File: config.mk
export PLATFORM = sky130hd
export DESIGN_NAME = prio_nest_intc
export DESIGN_NICKNAME = d
export VERILOG_FILES = /design/src/rtl/intc_pkg.sv /design/src/rtl/intc_src_cell.sv /design/src/rtl/intc_arbiter.sv /design/src/rtl/intc_lvl_stack.sv /design/src/rtl/prio_nest_intc.sv
export SDC_FILE = /design/constraint.sdc
export NUM_CORES = 1
export LEC_CHECK = 0
export ABC_CLOCK_PERIOD_IN_PS = 45500
export BUFFER_PORTS_ARGS = -buffer_cell sky130_fd_sc_hd__buf_2
export CAP_MARGIN = 20
export CELL_PAD_IN_SITES_DETAIL_PLACEMENT = 1
export CELL_PAD_IN_SITES_GLOBAL_PLACEMENT = 1
export CORE_UTILIZATION = 40
export CTS_BUF_LIST = sky130_fd_sc_hd__clkbuf_8 sky130_fd_sc_hd__clkbuf_16
export CTS_CLUSTER_SIZE = 25
export DETAILED_ROUTE_END_ITERATION = 8
export PLACE_DENSITY_LB_ADDON = 0.1
export SYNTH_ARGS = -nofsm -noshare
export SYNTH_HDL_FRONTEND = slang
export SYNTH_SLANG_ARGS = --single-unit
File: constraint.sdc
create_clock -name clk -period 45.5 [get_ports clk]
set_input_delay 4.55 -clock clk [delete_from_list [all_inputs] [get_ports clk]]
set_output_delay 4.55 -clock clk [all_outputs]
set_load 0.03 [all_outputs]
File: src/rtl/intc_pkg.sv
package intc_pkg;
    typedef enum logic [1:0] {
        TRIG_LOW_LVL   = 2'b00,
        TRIG_HIGH_LVL  = 2'b01,
        TRIG_FALL_EDGE = 2'b10,
        TRIG_RISE_EDGE = 2'b11
    } trig_e;
endpackage

File: src/rtl/intc_src_cell.sv
module intc_src_cell
    import intc_pkg::*;
(
    input  logic       clk,
    input  logic       rst_n,
    input  logic       pin_i,
    input  logic [1:0] mode_i,
    input  logic       clr_i,
    output logic       req_o
);
    typedef struct packed {
        logic s1;
        logic s2;
        logic prev;
        logic pend;
    } cell_t;

    cell_t st_d, st_q;
    trig_e mode;
    logic  edge_hit;

    always_comb begin
        mode     = trig_e'(mode_i);
        st_d     = st_q;
        st_d.s1  = pin_i;
        st_d.s2  = st_q.s1;
        st_d.prev = st_q.s2;
        case (mode)
            TRIG_RISE_EDGE: edge_hit = st_q.s2 & ~st_q.prev;
            TRIG_FALL_EDGE: edge_hit = ~st_q.s2 & st_q.prev;
            default:        edge_hit = 1'b0;
        endcase
        st_d.pend = edge_hit | (st_q.pend & ~clr_i);
        case (mode)
            TRIG_LOW_LVL:  req_o = ~st_q.s2;
            TRIG_HIGH_LVL: req_o = st_q.s2;
            default:       req_o = st_q.pend;
        endcase
    end

    always_ff @(posedge clk or negedge rst_n) begin
        if (!rst_n) st_q <= '0;
        else        st_q <= st_d;
    end


    pend_hold_chk: assert property (@(posedge clk) disable iff (!rst_n)
        $fell(st_q.pend) |-> $past(clr_i));
endmodule

File: src/rtl/intc_arbiter.sv
module intc_arbiter #(
    parameter int NUM_SRC = 32,
    parameter int PRIO_W  = 3,
    localparam int IW     = $clog2(NUM_SRC)
) (
    input  logic [NUM_SRC-1:0]        elig_i,
    input  logic [NUM_SRC*PRIO_W-1:0] prio_i,
    output logic                      any_o,
    output logic [IW-1:0]             idx_o
);
    logic [PRIO_W-1:0] best;

    // Scan from the top index down; ">=" lets a lower index take a tie.
    always_comb begin
        any_o = 1'b0;
        best  = '0;
        idx_o = '0;
        for (int i = NUM_SRC - 1; i >= 0; i--) begin
            if (elig_i[i] && (!any_o || prio_i[i*PRIO_W +: PRIO_W] >= best)) begin
                any_o = 1'b1;
                best  = prio_i[i*PRIO_W +: PRIO_W];
                idx_o = IW'(i);
            end
        end
    end
endmodule

File: src/rtl/intc_lvl_stack.sv
module intc_lvl_stack #(
    parameter int DEPTH  = 8,
    parameter int PRIO_W = 3,
    localparam int CW    = $clog2(DEPTH + 1),
    localparam int AW    = $clog2(DEPTH)
) (
    input  logic              clk,
    input  logic              rst_n,
    input  logic              push_i,
    input  logic              pop_i,
    input  logic [PRIO_W-1:0] data_i,
    output logic [PRIO_W-1:0] top_o,
    output logic              busy_o
);
    typedef struct packed {
        logic [DEPTH-1:0][PRIO_W-1:0] slot;
        logic [CW-1:0]                cnt;
    } stk_t;

    stk_t st_d, st_q;

    always_comb begin
        st_d = st_q;
        if (pop_i && st_q.cnt != '0) begin
            st_d.cnt = st_q.cnt - CW'(1);
        end else if (push_i && st_q.cnt < CW'(DEPTH)) begin
            st_d.slot[AW'(st_q.cnt)] = data_i;
            st_d.cnt = st_q.cnt + CW'(1);
        end
        busy_o = (st_q.cnt != '0);
        top_o  = busy_o ? st_q.slot[AW'(st_q.cnt - CW'(1))] : '0;
    end

    always_ff @(posedge clk or negedge rst_n) begin
        if (!rst_n) st_q <= '0;
        else        st_q <= st_d;
    end


    stack_room_chk: assert property (@(posedge clk) disable iff (!rst_n)
        (push_i && !pop_i) |-> st_q.cnt < CW'(DEPTH));


    pop_restore_chk: assert property (@(posedge clk) disable iff (!rst_n)
        (pop_i && st_q.cnt > CW'(1)) |=> top_o == $past(st_q.slot[AW'(st_q.cnt - CW'(2))]));
endmodule

File: src/rtl/prio_nest_intc.sv
module prio_nest_intc #(
    parameter int NUM_SRC   = 32,
    parameter int PRIO_W    = 3,
    parameter int STK_DEPTH = 8,
    localparam int IW       = $clog2(NUM_SRC)
) (
    input  logic                      clk,
    input  logic                      rst_n,
    input  logic [NUM_SRC-1:0]        src_i,
    input  logic [2*NUM_SRC-1:0]      trig_i,
    input  logic [NUM_SRC-1:0]        mask_i,
    input  logic [PRIO_W*NUM_SRC-1:0] prio_i,
    input  logic                      ack_i,
    input  logic                      eos_i,
    output logic                      irq_o,
    output logic [IW-1:0]             vec_o,
    output logic                      nest_busy_o,
    output logic [PRIO_W-1:0]         nest_lvl_o
);
    typedef struct packed {
        logic          irq;
        logic [IW-1:0] vec;
    } out_t;

    out_t              out_d, out_q;
    logic [NUM_SRC-1:0] req, elig, clr;
    logic              ack_take, win_any, busy;
    logic [IW-1:0]     win_idx;
    logic [PRIO_W-1:0] act_lvl, ack_prio;

    assign ack_take = ack_i & out_q.irq & ~eos_i;
    assign ack_prio = prio_i[out_q.vec*PRIO_W +: PRIO_W];

    for (genvar g = 0; g < NUM_SRC; g++) begin : g_src
        assign clr[g]  = ack_take && (out_q.vec == IW'(g));
        assign elig[g] = req[g] & ~mask_i[g] &
                         (~busy | (prio_i[g*PRIO_W +: PRIO_W] > act_lvl));
        intc_src_cell u_cell (
            .clk    (clk),
            .rst_n  (rst_n),
            .pin_i  (src_i[g]),
            .mode_i (trig_i[2*g +: 2]),
            .clr_i  (clr[g]),
            .req_o  (req[g])
        );
    end

    intc_arbiter #(.NUM_SRC(NUM_SRC), .PRIO_W(PRIO_W)) u_arb (
        .elig_i (elig),
        .prio_i (prio_i),
        .any_o  (win_any),
        .idx_o  (win_idx)
    );

    intc_lvl_stack #(.DEPTH(STK_DEPTH), .PRIO_W(PRIO_W)) u_stk (
        .clk    (clk),
        .rst_n  (rst_n),
        .push_i (ack_take),
        .pop_i  (eos_i),
        .data_i (ack_prio),
        .top_o  (act_lvl),
        .busy_o (busy)
    );

    always_comb begin
        out_d     = out_q;
        out_d.irq = win_any & ~ack_take;
        if (win_any) out_d.vec = win_idx;
    end

    always_ff @(posedge clk or negedge rst_n) begin
        if (!rst_n) out_q <= '0;
        else        out_q <= out_d;
    end

    assign irq_o       = out_q.irq;
    assign vec_o       = out_q.vec;
    assign nest_busy_o = busy;
    assign nest_lvl_o  = act_lvl;


    ack_drop_chk: assert property (@(posedge clk) disable iff (!rst_n)
        ack_take |=> !out_q.irq);


    ack_push_chk: assert property (@(posedge clk) disable iff (!rst_n)
        ack_take |=> busy && act_lvl == $past(ack_prio));


    preempt_chk: assert property (@(posedge clk) disable iff (!rst_n)
        (out_q.irq && busy && $stable(prio_i)) |->
            prio_i[out_q.vec*PRIO_W +: PRIO_W] > act_lvl);


    mask_block_chk: assert property (@(posedge clk) disable iff (!rst_n)
        out_q.irq |-> ((($past(mask_i)) >> out_q.vec) & NUM_SRC'(1)) == '0);
endmodule

==> flow_summary.ini, run 1 <==
[status]
status = complete, but fails checks
violations = DRC

[placed_design]
port_buffers = 237
dp_slack_ns = -2.41
dp_hpwl_um = 43700
gp_congestion = 0.972
dp.cells = 2397

[grt]
grt_max_degree = 88
antenna_found_initial = 2
grtUsageTotal = 0.303
grt_pass1_vias = 15700
gr-usage-met3 = 0.0391
grt.overflow.total = 0
met2_usage = 0.509
grt_pass1_wl_um = 88700
met1_usage = 0.404
busiest_layer = met2

[cts]
cts-root-buf = clkbuf_16
postCtsHoldBufs = 0
cts_buffers = 17
clk_path_buf_depth = 2
cts_tree = yes
clk_pin_slew_ns = 0.08
cts_sinks = 162
insertion_delay_ns = 0.46
htreeDepth = 4

[logic_synthesis]
synth.distinct_cells = 102
synth_edf_count = 0
yosysWarnings = 0
synth.area.top_cells = dfrtp_1, ha_1, mux4_2
synthCells = 1628
ys_seq_elements = 162
synth.largest_area_cell = dfrtp_1
synth_top_area_share = 0.276
syn_area_um2 = 14700
synth.most_common_cell = ha_1
ys_top_cells_by_count = ha_1, dfrtp_1, nand2_1
synth_ff_type = dfrtp_1
yosysSeqAreaShare = 0.276
async_flop_share = 1.00
synth_fp_nets = 2025
syn_area_per_cell_um2 = 9.01

[routing]
drc = 11
routed_wl_um = 60900
wire_per_inst_um = 24.2
num_vias = 15400
antenna_left = 0
drt-initial-drc-count = 1072
firstDrtPassIters = 9
vias_per_cell = 6.11

[worst_setup_path]
critical_path.max_fanout = 6
end_kind = flop
arrival_ns = 45.40
cp_slowest_cell = or4_4
reg2regPathDepth = 227
slowest_delay_ns = 0.43
path_common_cell = ha_1
cp.required_ns = 45.90
cp-start-kind = input port
path_class = in2reg

[floorplanning]
pin_count = 238
die_width_um = 194
initial_core_util = 0.409
rows = 69
core_area_um2 = 35800
fp.dieArea_um2 = 37400
dieHeight_um = 194

[final_layout]
n_antenna_cell = 0
syn2layout_area_growth_pct = 37.5
multi_input_area_um2 = 11800
drive_gt1_frac = 0.404
nets = 2446
layout.cells.non_filler = 2523
fillers = 4087
regArea_um2 = 4060

[timing]
max_slew_margin = 0.311
post-route-min-period_ns = 45.00
report.final.slew_viol_count = 0
hold_slack_ns = 0.350
fin_skew_ns = 0.0150
layout_setup_ws_ns = 0.500
max_freq_mhz = 22.2
tns_ns = 0
fin_crit_sh = 0.989
hold_viol = 0
worst_pin_slew_ns = 1.02
finalSetupViolCount = 0

[hold_path]
min_delay_path_depth = 0
hp-class = reg2reg

[flow_run]
max_cap_violations = 0
[state kept, by name (all words and copies together) (netlist names)]
signal and count:
u_stk.st_q 28, g_src.u_cell.st_q 64, vec_o 5, g_src.u_cell.st_d 64
irq_o 1
[worst max-delay path, delay by kind of cell]
kind,cells,cell delay (ns)
AND/OR/NAND/NOR,62,9.02
adder cells (fa/ha/maj),35,9.71
multiplexers,10,3.00
buffers and inverters,24,3.05
AO/OA/AOI/OAI,93,15.98
[metrics by stage]
step / area, µm² / util
6_report: 20200 / 0.563
5_1_grt: 20200 / 0.563
4_1_cts: 18300 / 0.510
3_5_place_dp: 17100 / 0.477
3_3_place_gp: 17100 / 0.477
2_1_floorplan: 14700 / -
[repair_timing]
item | 4_1_cts | 5_1_grt
setup buffers | 33 | 61
endpoints found under the setup margin | 5 | 6
hold endpoints to repair | 0 | 0
pin swaps | 29 | 147
resized for setup | 75 | 265
[final timing paths]
check	from	end	slack, ns
min in group asynchronous	rst_n	g_src[31].u_cell.st_d[1]	4.15
worst max register to register	u_stk.st_q[0]	vec_o[4]	2.27
max in group asynchronous	rst_n	g_src[6].u_cell.st_d[1]	40.11
worst min register to register	g_src[23].u_cell.st_d[2]	g_src[23].u_cell.st_d[1]	0.35
worst min-delay path	g_src[23].u_cell.st_d[2]	g_src[23].u_cell.st_d[1]	0.35
worst max-delay path	prio_i[93]	vec_o[4]	0.50
[cell families after synthesis]
group	count (synthesis)	share of synthesized area
DFF	162	0.276
xor gates and xnor gates	24	0.0143
AOI/OAI and AO/OA	518	0.254
muxes	100	0.103
buffers and inverters	152	0.0404
and+or+nand+nor	499	0.165
adders and majority gates	173	0.147
[layout by cell type, fill, tap and decap left out, drive strengths merged, types with 14 or more instances in the layout]
cell type	netlist	routed
buf	8	428
ha	169	169
dfrtp	162	162
nand2	155	155
inv	126	133
nor2	123	123
o21ai	113	113
a21oi	95	95
mux2	43	43
nor3	38	38
a21o	37	37
mux4	36	36
a31oi	36	36
a22o	35	35
nand2b	35	35
nand3	34	34
or2	27	27
o21a	21	21
mux2i	21	21
xnor2	19	19
and2	19	19
clkbuf	18	18
o31ai	18	18
nor2b	17	17
a211oi	14	14
[area by class of cell]
type / instances / area share
well taps: 461 / 0.0286
multi-input cells: 1314 / 0.583
clock inverters: 14 / 0.00800
clock buffers: 18 / 0.0218
inverters: 126 / 0.0237
flip-flops and latches: 162 / 0.201
repair buffers: 428 / 0.134
[layer usage]
metal / part of all wire / routed length [µm]
met5: 0.00039 / 24
met4: 0.030 / 1820
met3: 0.056 / 3390
met2: 0.48 / 29500
met1: 0.43 / 26200
Power of run 1 is not shown: default switching activity piles up to over one toggle a cycle in this logic, so the estimate is an artifact.
==> run 2, diff against run 1 <==
Settings changed: SYNTH_HIERARCHICAL from default to 1.
==> run 2 against run 1 <==
  * The flow now finishes without violations
  * Die area increased by 4.0%
  * Largest cell class unchanged
  * Hold slack worse by 0.0026 ns
  * Synthesized cell count up 5.7%
  * Flip-flop and latch count is the same
  * Clock-buffer cell count is 1 higher
  * Clock skew down 0.0066 ns
  * Maximum frequency is 0.81% higher
  * Critical path depth unchanged
  * Non-clock buffer count down 16
==> flow_summary.ini, run 2 <==
[timing]
max_freq_mhz = 22.4
fin_skew_ns = 0.00835
post-route-min-period_ns = 44.64
worst_pin_slew_ns = 0.962
hold_slack_ns = 0.348
fin_crit_sh = 0.981
finalSetupViolCount = 0
hold_viol = 0
report.final.slew_viol_count = 0
tns_ns = 0
max_slew_margin = 0.359

[logic_synthesis]
synth.largest_area_cell = dfrtp_1
ys_seq_elements = 162
synth.distinct_cells = 106
synth.area.top_cells = dfrtp_1, ha_1, nand2b_1
async_flop_share = 1.00
yosysSeqAreaShare = 0.265
syn_area_per_cell_um2 = 8.88
ys_top_cells_by_count = ha_1, dfrtp_1, nand2_1
synth.most_common_cell = ha_1
synth_edf_count = 0
synth_fp_nets = 2115
synth_top_area_share = 0.265
yosysWarnings = 6
synth_ff_type = dfrtp_1
synthCells = 1720
syn_area_um2 = 15300

[cts]
cts_sinks = 162
postCtsHoldBufs = 0
clk_path_buf_depth = 2
clk_pin_slew_ns = 0.07
cts_buffers = 17
cts-root-buf = clkbuf_16
cts_tree = yes
insertion_delay_ns = 0.44
htreeDepth = 4

[final_layout]
regArea_um2 = 4060
final_common_cell = buf_2
multi_input_area_um2 = 11900
mostFrequentLayoutCells = buf_2, buf_4, dfrtp_1, ha_1, nand2_1
drive_gt1_frac = 0.342
fillers = 4383
nets = 2510
syn2layout_area_growth_pct = 31.9

[floorplanning]
fp.dieArea_um2 = 39000
die_width_um = 197
initial_core_util = 0.406
pin_count = 238
rows = 71
core_area_um2 = 37600
dieHeight_um = 197

[flow_run]
max_cap_violations = 0

[worst_setup_path]
path_class = in2reg
cp-start-kind = input port
end_kind = flop
cp_slowest_cell = or3b_2
cp.required_ns = 45.86
reg2regPathDepth = 226
slowest_delay_ns = 0.47
arrival_ns = 45.00
path_common_cell = ha_1
critical_path.max_fanout = 6

[routing]
routed_wl_um = 59900
antenna_left = 0
drc = 0
num_vias = 15700
drt-initial-drc-count = 847
vias_per_cell = 5.93
wire_per_inst_um = 22.7
firstDrtPassIters = 5

[placed_design]
dp_hpwl_um = 45400
gp_congestion = 0.962
port_buffers = 237

[grt]
grtUsageTotal = 0.296
antenna_found_initial = 6
grt.overflow.total = 0
grt_max_degree = 86
grt_pass1_vias = 16100
grt_pass1_wl_um = 88900

[status]
status = finished clean

[hold_path]
min_delay_path_depth = 0
hp-class = reg2reg
==> run 2: cell count changes after synthesis, moves of 19 or more <==
cell,previous run,this run
a22o_1,35,1
inv_1,125,106
mux2_2,41,14
nand2_1,155,114
nand2b_1,35,109
nand3_1,34,94
nand4b_1,1,34
nand4bb_1,0,32
nor2_1,122,97
nor2b_1,17,46
o21a_1,21,51
o21ai_1,11,39
xor2_1,5,32
==> run 2: metrics by stage <==
stage | worst slack [ns] | utilization | instances | instance area, µm²
final | 0.862 | 0.536 | 2641 | 20100
after global routing | -0.732 | 0.536 | 2641 | 20100
after CTS | 0.0376 | 0.498 | 2592 | 18700
after detailed placement | -2.17 | 0.473 | 2546 | 17800
after global placement | -0.137 | 0.473 | 2546 | 17800
after floorplan | 0.0536 | - | 1720 | 15300
==> run 2: repair_timing <==
item,in CTS,in global routing
endpoints found under the setup margin,5,5
pin swaps,20,114
hold endpoints to repair,0,0
resized for setup,48,206
cloned,0,0
buffers inserted,15,46
==> run 2: routing by layer <==
layer	GRT usage	part of all wire	up-vias
met3	0.0413	0.045	123
met5	0	0.00050	-
met1	0.391	0.44	7851
met2	0.492	0.48	447
li1	-	-	7241
met4	0.103	0.031	4
==> run 2: cell type report <==
cell class              instances  area share
multi-input cells            1416       0.591
flip-flops and latches        162       0.201
repair buffers                412       0.126
well taps                     511      0.0317
clock buffers                  19      0.0225
inverters                     106      0.0198
clock inverters                12     0.00733
diodes                          3    0.000373
==> run 2: path summary, 6_finish.rpt <==
path,startpoint,end,slack [ns]
setup / recovery,prio_i[94],vec_o[4],0.86
max in group asynchronous,rst_n,g_src[24].u_cell/st_d[1],39.82
min in group asynchronous,rst_n,g_src[10].u_cell/st_q[0],4.18
hold / removal,g_src[15].u_cell/st_d[2],g_src[15].u_cell/st_d[1],0.35
hold reg to reg,g_src[15].u_cell/st_d[2],g_src[15].u_cell/st_d[1],0.35
setup reg to reg,u_stk/st_q[0],vec_o[4],2.46
==> run 2: worst max-delay path, delay by kind of cell <==
kind            cells  cell delay, ns
buf+inv            12            1.66
fa+ha+maj          34            9.26
simple gates       80           11.18
mux                 4            1.26
compound gates     94           17.01
==> run 2: kinds of logic (layout without fill, tap and decap cells) <==
family                     after synthesis  count (layout)  synth area share
and+or+nand+nor                        674             674             0.256
DFF                                    162             162             0.265
adders and majority gates              169             169             0.138
xor gates and xnor gates                33              33            0.0189
buffers and inverters                  142             549            0.0380
other                                    0               3                 0
AOI/OAI and AO/OA                      460             460             0.209
muxes                                   80              80            0.0738
Power of run 2 is left out for the same reason.
==> run 3, diff against run 2 <==
Settings changed: ABC_CLOCK_PERIOD_IN_PS 45500 to 49000, CORE_MARGIN from default to 2, CORE_UTILIZATION 40 to 45, SLEW_MARGIN from default to 10.
Clock period 45.5 ns to 49 ns, I/O delays scaled along.
==> run 3 against run 2 <==
  * Core utilization up 1.7 points
  * Final cell count down 6.9%
  * Wire length down 1.8%
  * Cell area down 8.1%
  * Via count down 2.6%
  * Global-route usage up 3.1 points
  * Critical path type unchanged
  * Highest routed layer unchanged
==> flow_summary.ini, run 3 (synthesis results as in run 2) <==
[grt]
antenna_found_initial = 3
grt_pass1_vias = 15900
met2_usage = 0.543
met1_usage = 0.432
busiest_layer = met2
grt_pass1_wl_um = 90100
gr-usage-met3 = 0.0529
grt_max_degree = 83
grtUsageTotal = 0.326
grt.overflow.total = 0

[timing]
fin_crit_sh = 0.959
post-route-min-period_ns = 46.99
fin_skew_ns = 0.0128
report.final.slew_viol_count = 0
max_slew_margin = 0.299
finalSetupViolCount = 0
worst_pin_slew_ns = 1.05
max_freq_mhz = 21.3
hold_viol = 0
hold_slack_ns = 0.348
layout_setup_ws_ns = 2.01

[final_layout]
final_util = 0.554
nets = 2393
multi_input_area_um2 = 11200
fillers = 3952
final_common_cell = buf_2
drive_gt1_frac = 0.255
mostFrequentLayoutCells = buf_2, ha_1, dfrtp_1, nand2_1, inv_1
regArea_um2 = 4060
syn2layout_area_growth_pct = 21.2

[floorplanning]
rows = 67
die_width_um = 188
pin_count = 238
dieHeight_um = 188
initial_core_util = 0.457
core_area_um2 = 33400
fp.dieArea_um2 = 35400

[worst_setup_path]
path_common_cell = ha_1
end_kind = flop
cp.required_ns = 49.34
arrival_ns = 47.34
path_class = in2reg
cp-start-kind = input port
critical_path.max_fanout = 7
cp_slowest_cell = o31ai_2
slowest_delay_ns = 0.50

[cts]
cts_sinks = 162
cts_buffers = 17
insertion_delay_ns = 0.44
htreeDepth = 4
cts_tree = yes
cts-root-buf = clkbuf_16
clk_pin_slew_ns = 0.06
clk_path_buf_depth = 2

[routing]
drt-initial-drc-count = 895
routed_wl_um = 58800
vias_per_cell = 6.20
antenna_left = 0
wire_per_inst_um = 23.9
drc = 0
firstDrtPassIters = 5
num_vias = 15300

[placed_design]
port_buffers = 237
dp_hpwl_um = 45100
dp_slack_ns = -1.35
gp_congestion = 0.970

[flow_run]
max_cap_violations = 0

[status]
status = finished clean

[hold_path]
hp-class = reg2reg
-- run 3: metal layers --
| layer | vias to the layer above | routed length (µm) |
|---|---|---|
| li1 | 7014 | - |
| met4 | 2 | 1770 |
| met5 | - | 13 |
| met1 | 7693 | 25900 |
| met3 | 100 | 3230 |
| met2 | 449 | 27800 |
-- run 3: final cells by class --
| cell class | count | area share |
|---|---|---|
| inverter | 106 | 0.0215 |
| antenna | 1 | 0.000135 |
| sequential | 162 | 0.219 |
| clock inverter | 13 | 0.0103 |
| clock buffer | 19 | 0.0245 |
| tap | 448 | 0.0303 |
| multi-input combinational | 1416 | 0.605 |
| timing repair buffer | 295 | 0.0897 |
-- run 3: what timing repair did --
action	4_1_cts	5_1_grt
pin swaps	0	43
endpoints found under the hold margin	0	0
resized for setup	15	107
hold buffers	0	0
setup endpoints to repair	5	5
setup buffers	0	32
-- run 3: worst paths after layout --
kind                                         start                  endpoint  slack [ns]  depth (start not counted)
max in group asynchronous                    rst_n                  vec_o[1]       43.27                          3
min                        g_src[8].u_cell/st_d[2]   g_src[8].u_cell/st_d[1]        0.35                          0
min in group asynchronous                    rst_n  g_src[23].u_cell/st_q[1]        4.50                          1
min reg2reg                g_src[8].u_cell/st_d[2]   g_src[8].u_cell/st_d[1]        0.35                          0
max                                     prio_i[94]                  vec_o[4]        2.01                        220
max reg2reg                          u_stk/st_q[0]                  vec_o[4]        3.98                        225
-- run 3: critical path: cells and delay by family --
family	cells	cell delay (ns)
AO/OA/AOI/OAI	94	17.40
AND/OR/NAND/NOR	77	13.04
adder cells (fa/ha/maj)	34	8.84
multiplexers	6	1.98
buffers and inverters	9	1.05
-- run 3: metrics by stage --
stage               TNS (ns)  instances  cell area, µm²
floorplan                  0       1720           15300
global placement           0       2394           17000
detailed placement     -5.48       2394           17000
CTS                        0       2426           17700
global route           -1.27       2460           18500
finish                     0       2460           18500
Power of run 3 is left out for the same reason.
